### src/rtl/aux_retry_pkg.sv
package aux_retry_pkg;

    localparam int MAX_BYTES = 20;

    typedef enum logic [2:0] {
        RES_OK      = 3'd0,
        RES_BUSY    = 3'd1,
        RES_IO      = 3'd2,
        RES_TIMEOUT = 3'd3,
        RES_BIG     = 3'd4
    } res_e;

    typedef enum logic [3:0] {
        ST_IDLE,
        ST_CHECK,
        ST_POLL,
        ST_SEL,
        ST_PREP,
        ST_KICK,
        ST_WAIT,
        ST_BACK,
        ST_NEXT,
        ST_DONE
    } state_e;

endpackage

### src/rtl/aux_div_table.sv
module aux_div_table #(
    parameter int CLK_KHZ   = 24000,
    parameter int DIV_W     = 8,
    parameter int IDX_W     = 2,
    parameter bit ALT_TABLE = 1'b0
) (
    input  logic [IDX_W-1:0] idx,
    output logic [DIV_W-1:0] div
);
    localparam int NEAR_DIV = (CLK_KHZ + 1000) / 2000;

    generate
        if (ALT_TABLE) begin : g_pair
            // two fixed entries, then the terminating zero
            always_comb begin
                if (idx == IDX_W'(0))      div = DIV_W'(63);
                else if (idx == IDX_W'(1)) div = DIV_W'(72);
                else                       div = '0;
            end
        end else begin : g_near
            // one entry close to a 2 MHz bit clock, then the terminating zero
            always_comb begin
                if (idx == IDX_W'(0)) div = DIV_W'(NEAR_DIV);
                else                  div = '0;
            end
        end
    endgenerate

endmodule

### src/rtl/aux_wait_timer.sv
module aux_wait_timer #(
    parameter int TW = 16
) (
    input  logic          clk,
    input  logic          rst_n,
    input  logic          load,
    input  logic [TW-1:0] val,
    output logic          expired
);
    logic [TW-1:0] cnt;

    always_ff @(posedge clk or negedge rst_n) begin
        if (!rst_n)             cnt <= '0;
        else if (load)          cnt <= val;
        else if (cnt != '0)     cnt <= cnt - 1'b1;
    end

    assign expired = (cnt == '0);

endmodule

### src/rtl/aux_retry_seq.sv
module aux_retry_seq
    import aux_retry_pkg::*;
#(
    parameter int CLK_KHZ     = 24000,
    parameter int POLL_CYC    = CLK_KHZ,
    parameter int BACKOFF_CYC = (CLK_KHZ * 2) / 5,
    parameter int MAX_TRY     = 5,
    parameter int POLLS       = 3,
    parameter int DIV_W       = 8,
    parameter int LEN_W       = 5,
    parameter bit ALT_TABLE   = 1'b0
) (
    input  logic             clk,
    input  logic             rst_n,
    input  logic             start,
    input  logic [LEN_W-1:0] send_len,
    input  logic [LEN_W-1:0] recv_cap,
    input  logic             eng_busy,
    input  logic             eng_fin,
    input  logic             eng_ok,
    input  logic             eng_rx_err,
    input  logic             eng_to_err,
    input  logic [LEN_W-1:0] eng_rx_len,
    output logic             eng_clr,
    output logic             eng_load,
    output logic             eng_go,
    output logic [DIV_W-1:0] eng_div,
    output logic             done,
    output logic [2:0]       result,
    output logic [LEN_W-1:0] rx_len
);
    localparam int TW     = $clog2((POLL_CYC > BACKOFF_CYC ? POLL_CYC : BACKOFF_CYC) + 1);
    localparam int TRY_W  = $clog2(MAX_TRY + 1);
    localparam int PCNT_W = $clog2(POLLS + 1);
    localparam int IDX_W  = 2;

    state_e            st, st_nx;
    logic [PCNT_W-1:0] poll_cnt;
    logic [TRY_W-1:0]  try_cnt;
    logic [IDX_W-1:0]  div_idx;
    res_e              res_q, fail_q;
    logic [LEN_W-1:0]  len_q, cap_q;
    logic              tmr_load, tmr_exp;
    logic [TW-1:0]     tmr_val;
    logic              too_big, last_try;
    state_e            adv_st;

    aux_div_table #(.CLK_KHZ(CLK_KHZ), .DIV_W(DIV_W), .IDX_W(IDX_W), .ALT_TABLE(ALT_TABLE))
        u_tab (.idx(div_idx), .div(eng_div));

    aux_wait_timer #(.TW(TW))
        u_tmr (.clk(clk), .rst_n(rst_n), .load(tmr_load), .val(tmr_val), .expired(tmr_exp));

    assign too_big  = (send_len > LEN_W'(MAX_BYTES)) || (recv_cap > LEN_W'(MAX_BYTES));
    assign last_try = (try_cnt == TRY_W'(MAX_TRY));
    assign adv_st   = last_try ? ST_NEXT : ST_PREP;

    // next-state logic
    always_comb begin
        st_nx = st;
        unique case (st)
            ST_IDLE:  if (start) st_nx = too_big ? ST_DONE : ST_CHECK;
            ST_CHECK: begin
                if (!eng_busy)                          st_nx = ST_SEL;
                else if (poll_cnt == PCNT_W'(POLLS - 1)) st_nx = ST_DONE;
                else                                    st_nx = ST_POLL;
            end
            ST_POLL:  if (tmr_exp) st_nx = ST_CHECK;
            ST_SEL:   st_nx = (eng_div == '0) ? ST_DONE : ST_PREP;
            ST_PREP:  st_nx = ST_KICK;
            ST_KICK:  st_nx = ST_WAIT;
            ST_WAIT: begin
                if (eng_fin) begin
                    if (eng_to_err)      st_nx = adv_st;
                    else if (eng_rx_err) st_nx = ST_BACK;
                    else if (eng_ok)     st_nx = ST_DONE;
                    else                 st_nx = adv_st;
                end
            end
            ST_BACK:  if (tmr_exp) st_nx = adv_st;
            ST_NEXT:  st_nx = ST_SEL;
            ST_DONE:  st_nx = ST_IDLE;
            default:  st_nx = ST_IDLE;
        endcase
    end

    // state register
    always_ff @(posedge clk or negedge rst_n) begin
        if (!rst_n) st <= ST_IDLE;
        else        st <= st_nx;
    end

    // outputs
    always_comb begin
        eng_clr  = (st == ST_PREP);
        eng_load = (st == ST_PREP);
        eng_go   = (st == ST_KICK);
        done     = (st == ST_DONE);
        tmr_load = (st == ST_CHECK && st_nx == ST_POLL) || (st == ST_WAIT && st_nx == ST_BACK);
        tmr_val  = (st == ST_CHECK) ? TW'(POLL_CYC) : TW'(BACKOFF_CYC);
    end

    assign result = res_q;
    assign rx_len = len_q;

    // counters and result bookkeeping
    always_ff @(posedge clk or negedge rst_n) begin
        if (!rst_n) begin
            poll_cnt <= '0;
            try_cnt  <= '0;
            div_idx  <= '0;
            res_q    <= RES_OK;
            fail_q   <= RES_BUSY;
            len_q    <= '0;
            cap_q    <= '0;
        end else begin
            unique case (st)
                ST_IDLE: if (start) begin
                    cap_q    <= recv_cap;
                    len_q    <= '0;
                    poll_cnt <= '0;
                    fail_q   <= RES_BUSY;
                    res_q    <= too_big ? RES_BIG : RES_OK;
                end
                ST_CHECK: begin
                    if (!eng_busy) div_idx <= '0;
                    else begin
                        poll_cnt <= poll_cnt + 1'b1;
                        if (st_nx == ST_DONE) res_q <= RES_BUSY;
                    end
                end
                ST_SEL: begin
                    try_cnt <= '0;
                    if (eng_div == '0) res_q <= fail_q;
                end
                ST_KICK: try_cnt <= try_cnt + 1'b1;
                ST_WAIT: if (eng_fin) begin
                    if (eng_to_err)      fail_q <= RES_TIMEOUT;
                    else if (eng_rx_err) fail_q <= RES_IO;
                    else if (eng_ok) begin
                        if (eng_rx_len == '0 || eng_rx_len > LEN_W'(MAX_BYTES))
                            res_q <= RES_BUSY;
                        else begin
                            res_q <= RES_OK;
                            len_q <= (eng_rx_len > cap_q) ? cap_q : eng_rx_len;
                        end
                    end else             fail_q <= RES_BUSY;
                end
                ST_NEXT: div_idx <= div_idx + 1'b1;
                default: ;
            endcase
        end
    end

    // back-off window watch: cycles since a receive-error finish
    logic [TW:0] gap_cnt;
    logic        rx_pend;
    always_ff @(posedge clk or negedge rst_n) begin
        if (!rst_n) begin
            gap_cnt <= '0;
            rx_pend <= 1'b0;
        end else if (eng_fin && eng_rx_err && st == ST_WAIT) begin
            gap_cnt <= '0;
            rx_pend <= 1'b1;
        end else begin
            if (gap_cnt != '1) gap_cnt <= gap_cnt + 1'b1;
            if (eng_go) rx_pend <= 1'b0;
        end
    end


    big_reject_chk: assert property (@(posedge clk) disable iff (!rst_n)
        (st == ST_IDLE && start && too_big) |=> (done && result == 3'd4));

    clr_before_go_chk: assert property (@(posedge clk) disable iff (!rst_n)
        eng_go |-> $past(eng_clr && eng_load));

    imm_retry_chk: assert property (@(posedge clk) disable iff (!rst_n)
        (st == ST_WAIT && eng_fin && eng_to_err && !last_try) |=> ##1 eng_go);

    backoff_gap_chk: assert property (@(posedge clk) disable iff (!rst_n)
        (eng_go && rx_pend) |-> (gap_cnt >= (TW+1)'(BACKOFF_CYC)));

    try_limit_chk: assert property (@(posedge clk) disable iff (!rst_n)
        eng_go |-> (try_cnt < TRY_W'(MAX_TRY)));

    div_nonzero_chk: assert property (@(posedge clk) disable iff (!rst_n)
        eng_go |-> (eng_div != '0));

    ok_len_chk: assert property (@(posedge clk) disable iff (!rst_n)
        (done && result == 3'd0) |-> (rx_len <= cap_q && rx_len <= LEN_W'(MAX_BYTES)));

    done_pulse_chk: assert property (@(posedge clk) disable iff (!rst_n)
        done |=> (!done && $stable(result) && $stable(rx_len)));

endmodule

### config.mk
export PLATFORM = sky130hd
export DESIGN_NAME = aux_retry_seq
export DESIGN_NICKNAME = d
export VERILOG_FILES = /design/src/rtl/aux_retry_pkg.sv /design/src/rtl/aux_div_table.sv /design/src/rtl/aux_wait_timer.sv /design/src/rtl/aux_retry_seq.sv
export SDC_FILE = /design/constraint.sdc
export NUM_CORES = 1
export LEC_CHECK = 0
export BUFFER_PORTS_ARGS = -buffer_cell sky130_fd_sc_hd__buf_2
export CAP_MARGIN = 5
export CORE_MARGIN = 2
export CORE_UTILIZATION = 61
export DETAILED_ROUTE_END_ITERATION = 8
export PLACE_DENSITY = 0.85
export SLEW_MARGIN = 20
export SYNTH_ARGS = -nofsm -noshare
export SYNTH_HDL_FRONTEND = slang
export SYNTH_SLANG_ARGS = --single-unit
export TNS_END_PERCENT = 100
### constraint.sdc
create_clock -name clk -period 5 [get_ports clk]
set_input_delay 0.5 -clock clk [delete_from_list [all_inputs] [get_ports clk]]
set_output_delay 0.5 -clock clk [all_outputs]
set_load 0.05 [all_outputs]
==> results <==
- The slew at the pin with the worst max-slew slack is about 900 ps.
- Data on the critical path is required at its endpoint by 4500 ps.
- Yosys printed 0 warnings.
- Row generation in the floorplan step produced 23 rows.
- The via count of the first global-routing pass was 1997.
- The worst setup path is of the flop to output port kind.
- The internal portion of the total power is about 930 µW.
- The final critical-path share of the clock period is between 40% and 50%.
- The count of buffers added on input and output ports is 36.
- In this run the count of I/O pins placed on the die edge is 43.
- The kind of launch point of the worst setup path is a flop.
- The pin count of the biggest net entering global routing is 42.
- After synthesis, the netlist uses 54 different library cells.
- The routability congestion estimate from global placement is between 0.9 and 1.
- For this block, the initial DRC count from the detailed router was 116.
- The total iterations of the first detailed-routing run is 5.
- Among all flip-flop cells after synthesis, the most frequent one is sky130_fd_sc_hd__dfrtp_1.
- The register bit total from synthesis is 41.
- The clock tree from TritonCTS is built.
- The overall routing resource usage is between 20% and 30%.
- The min-delay analysis places its worst path in the category primary input to asynchronous set/reset pin.
- Compared with the post-synthesis result, the final layout area differs by 10.6%.
- After detailed routing, the number of vias per cell comes to 5.90.
- Of all nets on the critical path, the largest fanout is 23.
- The mapped netlist covers ~0.0026 mm².
- The effective utilization at floorplan is approximately 64%.
- The library cell used most frequently in the layout, excluding fill and tap cells, is sky130_fd_sc_hd__dfrtp_1.
- The count of cells along the worst register-to-register path is 5.
- The vertical die dimension is slightly below 70 µm.
- At the end of the flow the core is filled with cells to a little over 70%.
- Summing all flip-flop and latch instances after layout gives about 0.0010 mm².
- In this run, post-CTS hold repair placed 0 buffers.
- Clock-pin slew was measured on the worst setup and hold paths at around 80 ps.
- The total power density per cell area is approximately 590 mW/mm².
- The floorplan step defined a core boundary enclosing slightly above 0.004 mm².
- Averaged over all synthesized cells, the footprint is slightly below 9 µm².
- The clock network latency to the later pin of the worst-skew pair is roughly 300 ps.
- In the final routed layout, each cell accounts on average for about 14 µm.
- The number of antenna diodes is 0.
- The count of fill cells added during filler insertion is ~320.
- The multi-input combinational cell area is 0.00142 mm².
- The part of the total power dissipated in sequential elements is about 38%.
- The number of enable-type register cells in the synthesized netlist is 0.
- Summed over all layers, the global routing overflow is 0.
- The share of final-layout standard cells stronger than drive strength 1 is between 10% and 20%.
- The count of instances resized after the clock tree is built is 0.
- The count of unresolved DRC violations after routing is 0.
- The total die area is between 0.004 and 0.005 mm².
- The finished cells cover approximately 0.0029 mm².
- The sum of net half-perimeters after detailed placement is about 4000 µm.
- The number of sinks on the clock net is just over 40.
- The number of vias after detailed routing is roughly 2200.
- For this block, the routed nets add up to 5450 µm of wire.
- The standby leakage power is 1.29 nW.
- The final setup violation count is 0.
- The final number of hold-violating endpoints is 0.
- Of all flip-flops after synthesis, the portion carrying an async set or reset was 100%.
- The cell chosen for the clock root is sky130_fd_sc_hd__clkbuf_8.
- The wire length of the first global-routing pass is between 9000 and 10000 µm.
- In this run the deepest clock path goes through 2 buffers.
- The number of antenna violations at the first check in global routing came to 0.
- Synthesis produced a netlist whose cell count is roughly 290.
- The number of CTS-inserted buffers is 5.
- The share of the yosys chip area belonging to registers is between 30 and 40%.
- STA classifies the critical path endpoint as an output port.
- The final critical path time including I/O delays and setup is 2370 ps.
- Static timing analysis puts the maximum clock frequency at around 0.42 GHz.
- The net switching power figure is between 700 and 800 µW.
- The worst max-slew margin expressed relative to the limit is 39.7%.
- For the worst setup path, the data arrival time is approximately 1900 ps.
- The H-tree level count is 2.
- The horizontal die dimension is about 70 µm.
- Setup repair after global routing left no endpoint under its margin.
- The post-place instance area is ~0.0028 mm².
- The setup skew after layout is roughly 6.8 ps.
- The max-cap violation count is 0.
- The number of buffers inserted by post-CTS setup repair is 0.
- The fraction of power spent switching nets is approximately 45%.
- The post-route setup TNS is 0 ps.
- Overall power consumption after layout is estimated at approximately 1.7 mW.
- The clock network fraction of design power is between 15 and 20%.
- Per report_power, the combinational group accounts for about 46% of the total.
- The flow ran to the end, and the final reports show no timing, DRC or antenna violations.
- The maximum ir drop on the vdd rail is about 390 µV.
- The library cells used most frequently in the layout, excluding fill and tap cells, are sky130_fd_sc_hd__dfrtp_1 (40), sky130_fd_sc_hd__buf_2 (36), sky130_fd_sc_hd__nor2_1 (30).
- The number of nets in the layout is between 300 and 400.
- In this run the remaining antenna-violating nets after routing total 0.
- The total count of max-transition violations in the final report is 0.
-- area by class of cell --
type / count / area share [%]
Clock buffer: 7 / 3.00
Inverter: 18 / 2.35
Timing Repair Buffer: 36 / 6.26
Tap cell: 50 / 2.17
Clock inverter: 1 / 1.04
Sequential cell: 41 / 35.7
Multi-Input combinational cell: 223 / 49.5
-- layer usage --
layer | up-vias | global-route usage, % | wire length (µm)
li1 | 1091 | - | -
met4 | 0 | 7.63 | 58
met2 | 83 | 36.3 | 2510
met3 | 6 | 6.25 | 363
met5 | - | 0 | 0
met1 | 1039 | 33.5 | 2520
-- logic make-up (layout without fill, tap and decap cells) --
family / after synthesis / in the layout / synth area share (%)
compound gates: 68 / 68 / 16.3
other cells: 1 / 6 / 0.144
fa+ha+maj: 10 / 10 / 4.81
simple gates: 115 / 115 / 23.6
flops: 41 / 41 / 39.5
mux: 16 / 16 / 6.54
buf+inv: 35 / 62 / 6.54
xor+xnor: 8 / 8 / 2.69
-- final timing paths --
kind / start / end / slack, ps
setup / recovery: st[0] / eng_go / 2630
hold / removal: rst_n / rx_len[0] / 320
setup reg to reg: st[2] / result[1] / 2670
hold reg to reg: rx_len[1] / rx_len[1] / 490
max in group asynchronous: rst_n / u_tmr.cnt[7] / 4110
min in group clk: recv_cap[2] / cap_q[2] / 440
-- power by group through the flow --
stage | Sequential, mW | Combinational, mW | Clock, mW
floorplan | 0.605 | 0.652 | 0
global placement | 0.628 | 0.752 | 0
detailed placement | 0.636 | 0.767 | 0
CTS | 0.631 | 0.775 | 0.281
global route | 0.657 | 0.858 | 0.295
finish | 0.637 | 0.774 | 0.280
-- state kept, by name, indices dropped and copies added, names as in the netlist --
| register | flops |
|---|---|
| u_tmr.cnt | 15 |
| cap_q | 5 |
| rx_len | 5 |
| st | 4 |
| result | 3 |
| try_cnt | 3 |
| div_idx | 2 |
| fail_q | 2 |
| poll_cnt | 2 |
-- cells in the mapped netlist, types with 5 or more instances --
cell type | instances | area [µm²]
sky130_fd_sc_hd__a21oi_1 | 20 | 100
sky130_fd_sc_hd__buf_4 | 8 | 60.1
sky130_fd_sc_hd__clkbuf_1 | 5 | 18.8
sky130_fd_sc_hd__dfrtp_1 | 40 | 1000
sky130_fd_sc_hd__ha_1 | 10 | 125
sky130_fd_sc_hd__inv_1 | 18 | 67.6
sky130_fd_sc_hd__mux2_2 | 8 | 90.1
sky130_fd_sc_hd__mux2i_1 | 8 | 80.1
sky130_fd_sc_hd__nand2_1 | 19 | 71.3
sky130_fd_sc_hd__nand2b_1 | 9 | 56.3
sky130_fd_sc_hd__nand3_1 | 16 | 80.1
sky130_fd_sc_hd__nor2_1 | 30 | 113
sky130_fd_sc_hd__nor3_1 | 11 | 55.1
sky130_fd_sc_hd__nor4_1 | 5 | 31.3
sky130_fd_sc_hd__o21a_1 | 5 | 37.5
sky130_fd_sc_hd__o21ai_0 | 19 | 95.1
sky130_fd_sc_hd__o2bb2ai_1 | 5 | 43.8
sky130_fd_sc_hd__or3_1 | 5 | 31.3
sky130_fd_sc_hd__xor2_1 | 5 | 43.8
-- worst max-delay path: stages, from the launching register on --
cell and delay [ps]:
sky130_fd_sc_hd__dfrtp_1 740, sky130_fd_sc_hd__nand2b_1 150, sky130_fd_sc_hd__or2_2 340, sky130_fd_sc_hd__inv_1 80
sky130_fd_sc_hd__buf_2 260
-- through the flow --
step / instances / hold WS (ps) / setup slack (ps)
after floorplan: 299 / 204 / 2180
after global placement: 368 / 469 / 2820
after detailed placement: 368 / 468 / 2730
after CTS: 376 / 353 / 2630
after global routing: 376 / 415 / 2500
final: 376 / 316 / 2630
No activity file was read; power rests on OpenSTA's default activity.
